## src/rtl/spare_col_repair.sv

```systemverilog
module spare_col_repair #(
  parameter int ROWS = 8,
  parameter int GROUPS = 2,
  parameter int BASE = 3,
  parameter int SPARE = 2,
  localparam int COLS_PER = BASE + SPARE,
  localparam int NCOL = GROUPS * COLS_PER,
  localparam int CW = $clog2(NCOL)
) (
  input  logic            clk,
  input  logic            rst_n,
  input  logic            req_valid,
  input  logic [CW-1:0]   req_col,
  output logic            busy,
  output logic            done,
  output logic            rediag,
  output logic            nogo,
  output logic [CW-1:0]   mem_addr,
  output logic            mem_we,
  output logic [ROWS-1:0] mem_wdata,
  input  logic [ROWS-1:0] mem_rdata,
  output logic            prog_valid,
  output logic [CW-1:0]   prog_col,
  output logic [ROWS-1:0] prog_data,
  input  logic            prog_done
);
  localparam logic [1:0] ST_AVAIL = 2'b01;
  localparam logic [1:0] ST_USED  = 2'b00;
  localparam logic [1:0] ST_DEAD  = 2'b11;

  typedef enum logic [2:0] {S_IDLE, S_RD, S_CPY, S_PSP, S_WFL, S_PFL, S_DONE} state_t;

  state_t state;
  logic [CW-1:0] fcol, scol, pick;
  logic [ROWS-1:0] cdata;
  logic repaired, found, req_ok;
  logic [1:0] cur;
  logic [NCOL-1:0][1:0] st;

  assign req_ok = int'(req_col) < NCOL;
  assign cur = req_ok ? st[req_col] : ST_DEAD;

  always_comb begin
    found = 1'b0;
    pick = '0;
    for (int k = SPARE - 1; k >= 0; k--) begin
      int idx;
      idx = (int'(req_col) / COLS_PER) * COLS_PER + BASE + k;
      if (idx < NCOL && st[CW'(idx)] == ST_AVAIL) begin
        found = 1'b1;
        pick = CW'(idx);
      end
    end
  end

  always_ff @(posedge clk or negedge rst_n) begin
    if (!rst_n) begin
      state <= S_IDLE;
      nogo <= 1'b0;
      repaired <= 1'b0;
      fcol <= '0;
      scol <= '0;
      cdata <= '0;
      for (int c = 0; c < NCOL; c++)
        st[c] <= (c % COLS_PER < BASE) ? ST_USED : ST_AVAIL;
    end else begin
      case (state)
        S_IDLE: if (req_valid) begin
          fcol <= req_col;
          scol <= pick;
          repaired <= 1'b0;
          state <= S_DONE;
          if (req_ok && cur == ST_USED) begin
            if (found) state <= S_RD;
            else nogo <= 1'b1;
          end else if (req_ok && cur == ST_AVAIL) begin
            st[req_col] <= ST_DEAD;
          end
        end
        S_RD:  state <= S_CPY;
        S_CPY: begin
          cdata <= mem_rdata;
          state <= S_PSP;
        end
        S_PSP: if (prog_done) state <= S_WFL;
        S_WFL: state <= S_PFL;
        S_PFL: if (prog_done) begin
          st[fcol] <= ST_DEAD;
          st[scol] <= ST_USED;
          repaired <= 1'b1;
          state <= S_DONE;
        end
        S_DONE: state <= S_IDLE;
        default: state <= S_IDLE;
      endcase
    end
  end

  assign busy       = state != S_IDLE;
  assign done       = state == S_DONE;
  assign rediag     = done && repaired;
  assign mem_addr   = (state == S_CPY) ? scol : fcol;
  assign mem_we     = (state == S_CPY) || (state == S_WFL);
  assign mem_wdata  = (state == S_CPY) ? mem_rdata : '1;
  assign prog_valid = (state == S_PSP) || (state == S_PFL);
  assign prog_col   = (state == S_PSP) ? scol : fcol;
  assign prog_data  = (state == S_PSP) ? cdata : '1;
endmodule

```

## config.mk

```make
export PLATFORM = sky130hd
export DESIGN_NAME = spare_col_repair
export DESIGN_NICKNAME = d
export VERILOG_FILES = /design/src/rtl/spare_col_repair.sv
export SDC_FILE = /design/constraint.sdc
export NUM_CORES = 1
export LEC_CHECK = 0
export BUFFER_PORTS_ARGS = -buffer_cell sky130_fd_sc_hd__buf_2
export CAP_MARGIN = 20
export CORE_ASPECT_RATIO = 0.75
export CORE_UTILIZATION = 61
export CTS_CLUSTER_SIZE = 28
export DETAILED_ROUTE_END_ITERATION = 10
export MAX_ROUTING_LAYER = met4
export PLACE_DENSITY = 0.88
export SYNTH_ARGS = -nofsm -noshare
export SYNTH_HDL_FRONTEND = slang
export SYNTH_SLANG_ARGS = --single-unit
```

## constraint.sdc

```tcl
create_clock -name clk -period 2.7 [get_ports clk]
set_input_delay 0.54 -clock clk [delete_from_list [all_inputs] [get_ports clk]]
set_output_delay 0.54 -clock clk [all_outputs]
set_load 0.01 [all_outputs]
```

==> impl_metrics.csv, run 1 <==
group,metric,value,unit
run_status,outcome,"finished with violations",
run_status,violations,"setup timing",
synth,yosys.area.top_type,"dfrtp_1",
drt,wl_per_cell,18.4,µm
layout,postLayoutCellArea,3450,µm²
global_route,grt_use_total,0.359,
placed_design,io_buffers,45,
drt,dr.pass1.iters,5,
layout,final_core_util,0.827,
placed_design,hpwl,5.95,mm
drt,avgViaCountPerCell,6.21,
sta,layout_setup_ws,-64.5,ps
sta,rsz0062_at_grt,"yes",
synth,syn_avg_cell_area,9.21,µm²
synth,yosysWarnings,0,
setup_path,worstPathRequired,2880,ps
setup_path,timing.reg2reg.setup_slack,640,ps
placed_design,gp_congestion,1.04,
setup_path,start_kind,"input port",
synth,yosys.area.top_type_share,0.339,
clocking,cts_hold_buffers,0,
setup_path,regToRegEndpoint,"st[7]$_DFFE_PN0P_",
synth,yosysSeqAreaShare,0.377,
sta,maxSlewHeadroom,0.407,
layout,antenna_cells,0,
setup_path,cpMostUsedCell,"ha_4",
power_and_ir_drop,totalPowerFinal,3.19,mW
sta,finalCritPeriodShare,1.02,
floorplan,die_height,60.0,µm
drt,via_count,2602,
synth,synth_edf_count,0,
global_route,gr-total-overflow,0,
clocking,clk_latency,290,ps
floorplan,dieArea,4760,µm²
global_route,grt_pass1_vias,2342,
drt,drc,0,
drt,wl,7.72,mm
sta,tightest_slew,890,ps
sta,slew_viol_final,0,
setup_path,startpoint,"req_col[1]",
setup_path,crit_arrival,2950,ps
sta,finalSetupTns,-282,ps
floorplan,core-area,4180,µm²
clocking,cts_num_sinks,41,
layout,final_nets,384,
power_and_ir_drop,p_leak,1.53,nW
synth,ys_seq_elements,41,
clocking,cts_root_buffer,"clkbuf_8",
global_route,grt_pass1_wl,12.0,mm
setup_path,critPathMaxStageDelay,450,ps
clocking,path_clk_slew,70,ps
placed_design,dp.cells,411,
sta,clock_skew,5.04,ps
synth,synth.most_common_cell,"nand2_1",
setup_path,critPathCapture,"nogo$_DFFE_PN0P_",
setup_path,crit_chain,"buf_8, inv_8, ha_4, inv_2, ha_4, nand2b_4, a21oi_2, o21a_4, ha_4, buf_12, nor3b_2, a31oi_1, a2111oi_4, a21oi_2, and2_4, a21o_1",
floorplan,rows,20,
sta,fmax,362,MHz
drt,drt_iter0_drc,160,
clocking,clockBufferDepth,2,
setup_path,worst-path-max-fanout,5,
clocking,cts_tree,"done",
clocking,cts_max_level,2,
clocking,post_cts_buffers,0,
synth,synth_area_leaders,"dfrtp_1, nand2_1, mux2_2, mux4_2, dfstp_2",
power_and_ir_drop,p_per_area,924,nW/µm²
synth,yosys-top-cells-count,"nand2_1, dfrtp_1, mux2_2",
job,maxCapViolations,0,
floorplan,ios,46,
placed_design,placed_area,3220,µm²
floorplan,die_w,79.3,µm
global_route,grt_max_degree,42,
drt,ant_nets,0,
hold_path,hold_path.class,"in -> async",
setup_path,crit_type,"in -> reg",
floorplan,start_util,0.654,
setup_path,r2r-start,"state[2]$_DFFE_PN0P_",
synth,syn_area,2740,µm²
setup_path,crit_path_end_kind,"flop",
clocking,cts_made_buffers,5,
synth,syn_inst,297,
setup_path,ff2ff_path_depth,5,
sta,setup_violations,7,
synth,synth_fp_nets,318,
sta,min_period,2760,ps
layout,area_growth,26.3,%
synth,async_flop_share,1.00,
layout,drive_gt1_frac,0.407,
layout,final_cells,419,
setup_path,slowest_stage,"a2111oi_4",
synth,synth-main-ff-cell,"dfrtp_1",
sta,finalHoldViolations,0,
power_and_ir_drop,vdd_drop_max,0.000612,V
global_route,antenna_found_initial,0,
synth,synth.distinct_cells,52,
==> layout by cell type, fill, tap and decap left out, drive strengths merged, types with 7 or more instances in the layout <==
| cell type | instances |
|---|---|
| o21a | 13 |
| inv | 10 |
| nor3 | 8 |
| nand2 | 52 |
| buf | 72 |
| nor2b | 14 |
| mux2 | 17 |
| o21ai | 13 |
| nor2 | 18 |
| dfrtp | 37 |
| nand2b | 16 |
| clkbuf | 8 |
| or2 | 9 |
| nand3 | 7 |
==> what timing repair did <==
item                                   CTS  global route
setup endpoints to repair                7            19
gates resized for setup                 24             6
pin swaps                                9             2
endpoints found under the hold margin    0             0
==> report_power, final <==
part | switching (mW) | total, mW | internal, mW
clock network | 0.197 | 0.405 | 0.208
registers | 0.317 | 1.21 | 0.896
logic | 0.828 | 1.57 | 0.745
total | 1.34 | 3.19 | 1.85
==> logic make-up after synthesis <==
| kind of cell | share of synthesized area |
|---|---|
| compound gates | 0.171 |
| mux | 0.118 |
| fa+ha+maj | 0.0229 |
| xor+xnor | 0.00320 |
| buf+inv | 0.0371 |
| flops | 0.377 |
| simple gates | 0.270 |
==> critical path: cells and delay by family <==
kind	cells	cell delay (ps)
AOI/OAI and AO/OA	6	1080
buffers and inverters	4	330
and+or+nand+nor	3	440
adders and majority gates	3	560
==> per-stage QoR <==
stage	setup slack, ps	hold WS [ps]
2_1_floorplan	-388	244
3_3_place_gp	-449	453
3_5_place_dp	-577	466
4_1_cts	-38.0	390
5_1_grt	-142	451
6_report	-64.5	367
==> layer usage <==
layer	routed length (µm)	up-vias	part of all wire	global-route usage
li1	-	1176	-	-
met1	3380	1252	0.44	0.493
met2	3530	159	0.46	0.554
met3	699	15	0.091	0.0626
met4	108	0	0.014	0.0987
met5	0	-	0	-
==> flip-flops by register name (all words and copies together) (netlist names) <==
signal    count
repaired      1
nogo          1
scol          4
fcol          4
cdata         8
state         3
st           20
==> final cells by class <==
| type | instances | area, µm² |
|---|---|---|
| clock buffers | 8 | 90.1 |
| inverters | 10 | 50.0 |
| repair buffers | 72 | 460 |
| flip-flops and latches | 41 | 1030 |
| multi-input cells | 233 | 1750 |
| fillers | 254 | 724 |
| well taps | 55 | 68.8 |
==> worst min-delay path by stage <==
stage,end,start
floorplan,cdata[0]$_DFFE_PN0P_,rst_n
global placement,st[8]$_DFFE_PN1P_,st[8]$_DFFE_PN1P_
detailed placement,nogo$_DFFE_PN0P_,nogo$_DFFE_PN0P_
CTS,st[2]$_DFFE_PN0P_,rst_n
global route,st[4]$_DFFE_PN0P_,rst_n
finish,st[2]$_DFFE_PN0P_,rst_n
(Power assumes the default switching activity.)
==> inputs of run 2 (changes only) <==
--- a/config.mk
+++ b/config.mk
@@ -14,3 +14,3 @@
 export MAX_ROUTING_LAYER = met4
-export PLACE_DENSITY = 0.88
+export PLACE_DENSITY_LB_ADDON = 0.12
 export SYNTH_ARGS = -nofsm -noshare
--- a/constraint.sdc
+++ b/constraint.sdc
@@ -3,2 +3,2 @@
 set_output_delay 0.54 -clock clk [all_outputs]
-set_load 0.01 [all_outputs]
+set_load 0.1 [all_outputs]
==> impl_metrics.csv, run 2 (synthesized netlist as in run 1, its figures left out) <==
group,metric,value,unit
global_route,gr-total-overflow,0,
clocking,cts_root_buffer,"clkbuf_8",
placed_design,gp_congestion,0.990,
setup_path,cpMostUsedCell,"ha_4",
setup_path,slowest_stage,"a2111oi_4",
job,maxCapViolations,0,
hold_path,hold_path.class,"in -> async",
clocking,cts_max_level,2,
layout,final_core_util,0.843,
setup_path,worstPathRequired,2910,ps
global_route,grt_pass1_wl,12.3,mm
sta,setup_violations,7,
setup_path,crit_chain,"buf_8, inv_8, ha_4, inv_2, ha_4, nand2b_4, a21oi_2, o21a_2, ha_4, buf_4, nor3b_2, a31oi_2, a2111oi_4, a21oi_2, and2_4, o32ai_2",
drt,drt_iter0_drc,408,
sta,min_period,2790,ps
setup_path,crit_arrival,3000,ps
sta,tightest_slew,896,ps
setup_path,start_kind,"input port",
clocking,cts_tree,"done",
drt,wl,7.91,mm
sta,slew_viol_final,0,
layout,layout.cells.most_common,"nand2_1",
sta,layout_setup_ws,-88.2,ps
clocking,cts_made_buffers,5,
clocking,clockBufferDepth,2,
clocking,path_clk_slew,80,ps
power_and_ir_drop,p_leak,1.55,nW
layout,antenna_cells,0,
global_route,grt_pass1_vias,2425,
drt,dr.pass1.iters,5,
power_and_ir_drop,intPower,1.96,mW
layout,drive_gt1_frac,0.418,
floorplan,dieArea,4760,µm²
drt,ant_nets,0,
floorplan,die_w,79.3,µm
clocking,cts_num_sinks,41,
clocking,cts_hold_buffers,0,
power_and_ir_drop,p_switching,2.64,mW
floorplan,core-area,4180,µm²
sta,finalHoldViolations,0,
power_and_ir_drop,netSwitchingFraction,0.574,
power_and_ir_drop,vdd_drop_max,0.00117,V
floorplan,rows,20,
run_status,outcome,"finished with violations",
sta,rsz0062_at_grt,"yes",
sta,fmax,359,MHz
floorplan,start_util,0.654,
power_and_ir_drop,p_per_area,1300,nW/µm²
layout,area_growth,28.7,%
sta,finalCritPeriodShare,1.03,
floorplan,die_height,60.0,µm
placed_design,hpwl,5.72,mm
layout,final_cell_mix,"nand2_1, dfrtp_1, buf_2",
sta,finalSetupTns,-323,ps
setup_path,crit_type,"in -> reg",
power_and_ir_drop,p_clk_frac,0.087,
layout,largest_reg_flops,20,
floorplan,ios,46,
sta,maxSlewHeadroom,0.403,
setup_path,critPathMaxStageDelay,370,ps
setup_path,timing.reg2reg.setup_slack,640,ps
sta,clock_skew,7.03,ps
placed_design,io_buffers,45,
setup_path,worst-path-max-fanout,5,
layout,top_register,"st",
power_and_ir_drop,pwr-share-comb,0.650,
global_route,grt_max_degree,42,
layout,nFillCells,244,
setup_path,crit_path_end_kind,"flop",
global_route,grt_use_total,0.367,
power_and_ir_drop,pwr-share-seq,0.263,
global_route,antenna_found_initial,0,
drt,via_count,2693,
layout,final_nets,386,
run_status,violations,"setup timing",
drt,drc,0,
drt,wl_per_cell,18.8,µm
clocking,clk_latency,300,ps
layout,largestRegisters,"st x20, cdata x8",
drt,avgViaCountPerCell,6.40,
## run 2: changes by cell type in the layout (fill, tap and decap cells not counted), moves of 2 or more
cell | before | now
buf_12 | 1 | 4
buf_2 | 43 | 35
buf_4 | 25 | 28
clkbuf_1 | 2 | 0
clkbuf_4 | 0 | 4
clkinv_2 | 0 | 2
## run 2: what timing repair did
action | in CTS | in global routing
resized for setup | 21 | 12
endpoints found under the setup margin | 7 | 15
pin swaps | 11 | 3
buffers inserted | 1 | 1
## run 2: final cells by class
type / instances / area (µm²) / area share
multi-input combinational: 233 / 1750 / 0.497
sequential: 41 / 1030 / 0.293
timing repair buffer: 74 / 533 / 0.151
clock buffer: 5 / 68.8 / 0.0195
tap: 55 / 68.8 / 0.0195
inverter: 10 / 52.6 / 0.0149
clock inverter: 3 / 17.5 / 0.00498
## run 2: worst max-delay path, delay by kind of cell
family	cells	cell delay (ps)
AO/OA/AOI/OAI	6	1070
adder cells (fa/ha/maj)	3	570
buffers and inverters	4	360
AND/OR/NAND/NOR	3	450
## run 2: power groups by stage
| stage | Combinational [mW] | Sequential (mW) | Clock [mW] |
|---|---|---|---|
| 3_3_place_gp | 2.82 | 1.17 | 0 |
| 5_1_grt | 3.12 | 1.23 | 0.425 |
| 4_1_cts | 2.91 | 1.18 | 0.399 |
| 2_1_floorplan | 2.30 | 1.10 | 0 |
| 6_report | 2.98 | 1.21 | 0.400 |
| 3_5_place_dp | 2.86 | 1.19 | 0 |
## run 2: per-layer routing
metal  up-vias  wire [µm]  global-route usage  part of all wire
li1       1185          -                   -                 -
met1      1283       3200               0.468              0.40
met3        36        870               0.115              0.11
met5         -          0                   -                 0
met4         0        231               0.119             0.029
met2       189       3610               0.562              0.46
## run 2: per-stage QoR
stage / hold WS [ps] / setup slack, ps / instances / cell area, µm² / power (mW)
final: 360 / -88.2 / 421 / 3520 / 4.59
after floorplan: 244 / -388 / 297 / 2810 / 3.40
after global routing: 446 / -180 / 421 / 3520 / 4.77
after detailed placement: 445 / -539 / 411 / 3270 / 4.05
after CTS: 402 / -19.5 / 420 / 3460 / 4.49
after global placement: 448 / -473 / 411 / 3270 / 3.99
## run 2: path summary, 6_finish.rpt
check / startpoint / end / cells after the start
setup / recovery: req_col[2] / state[0]$_DFFE_PN0P_ / 16
hold / removal: rst_n / state[2]$_DFFE_PN0P_ / 1
setup reg to reg: state[2]$_DFFE_PN0P_ / st[7]$_DFFE_PN0P_ / 5
hold reg to reg: nogo$_DFFE_PN0P_ / nogo$_DFFE_PN0P_ / 1
max in group asynchronous: rst_n / st[5]$_DFFE_PN0P_ / 1
min in group clk: nogo$_DFFE_PN0P_ / nogo$_DFFE_PN0P_ / 1
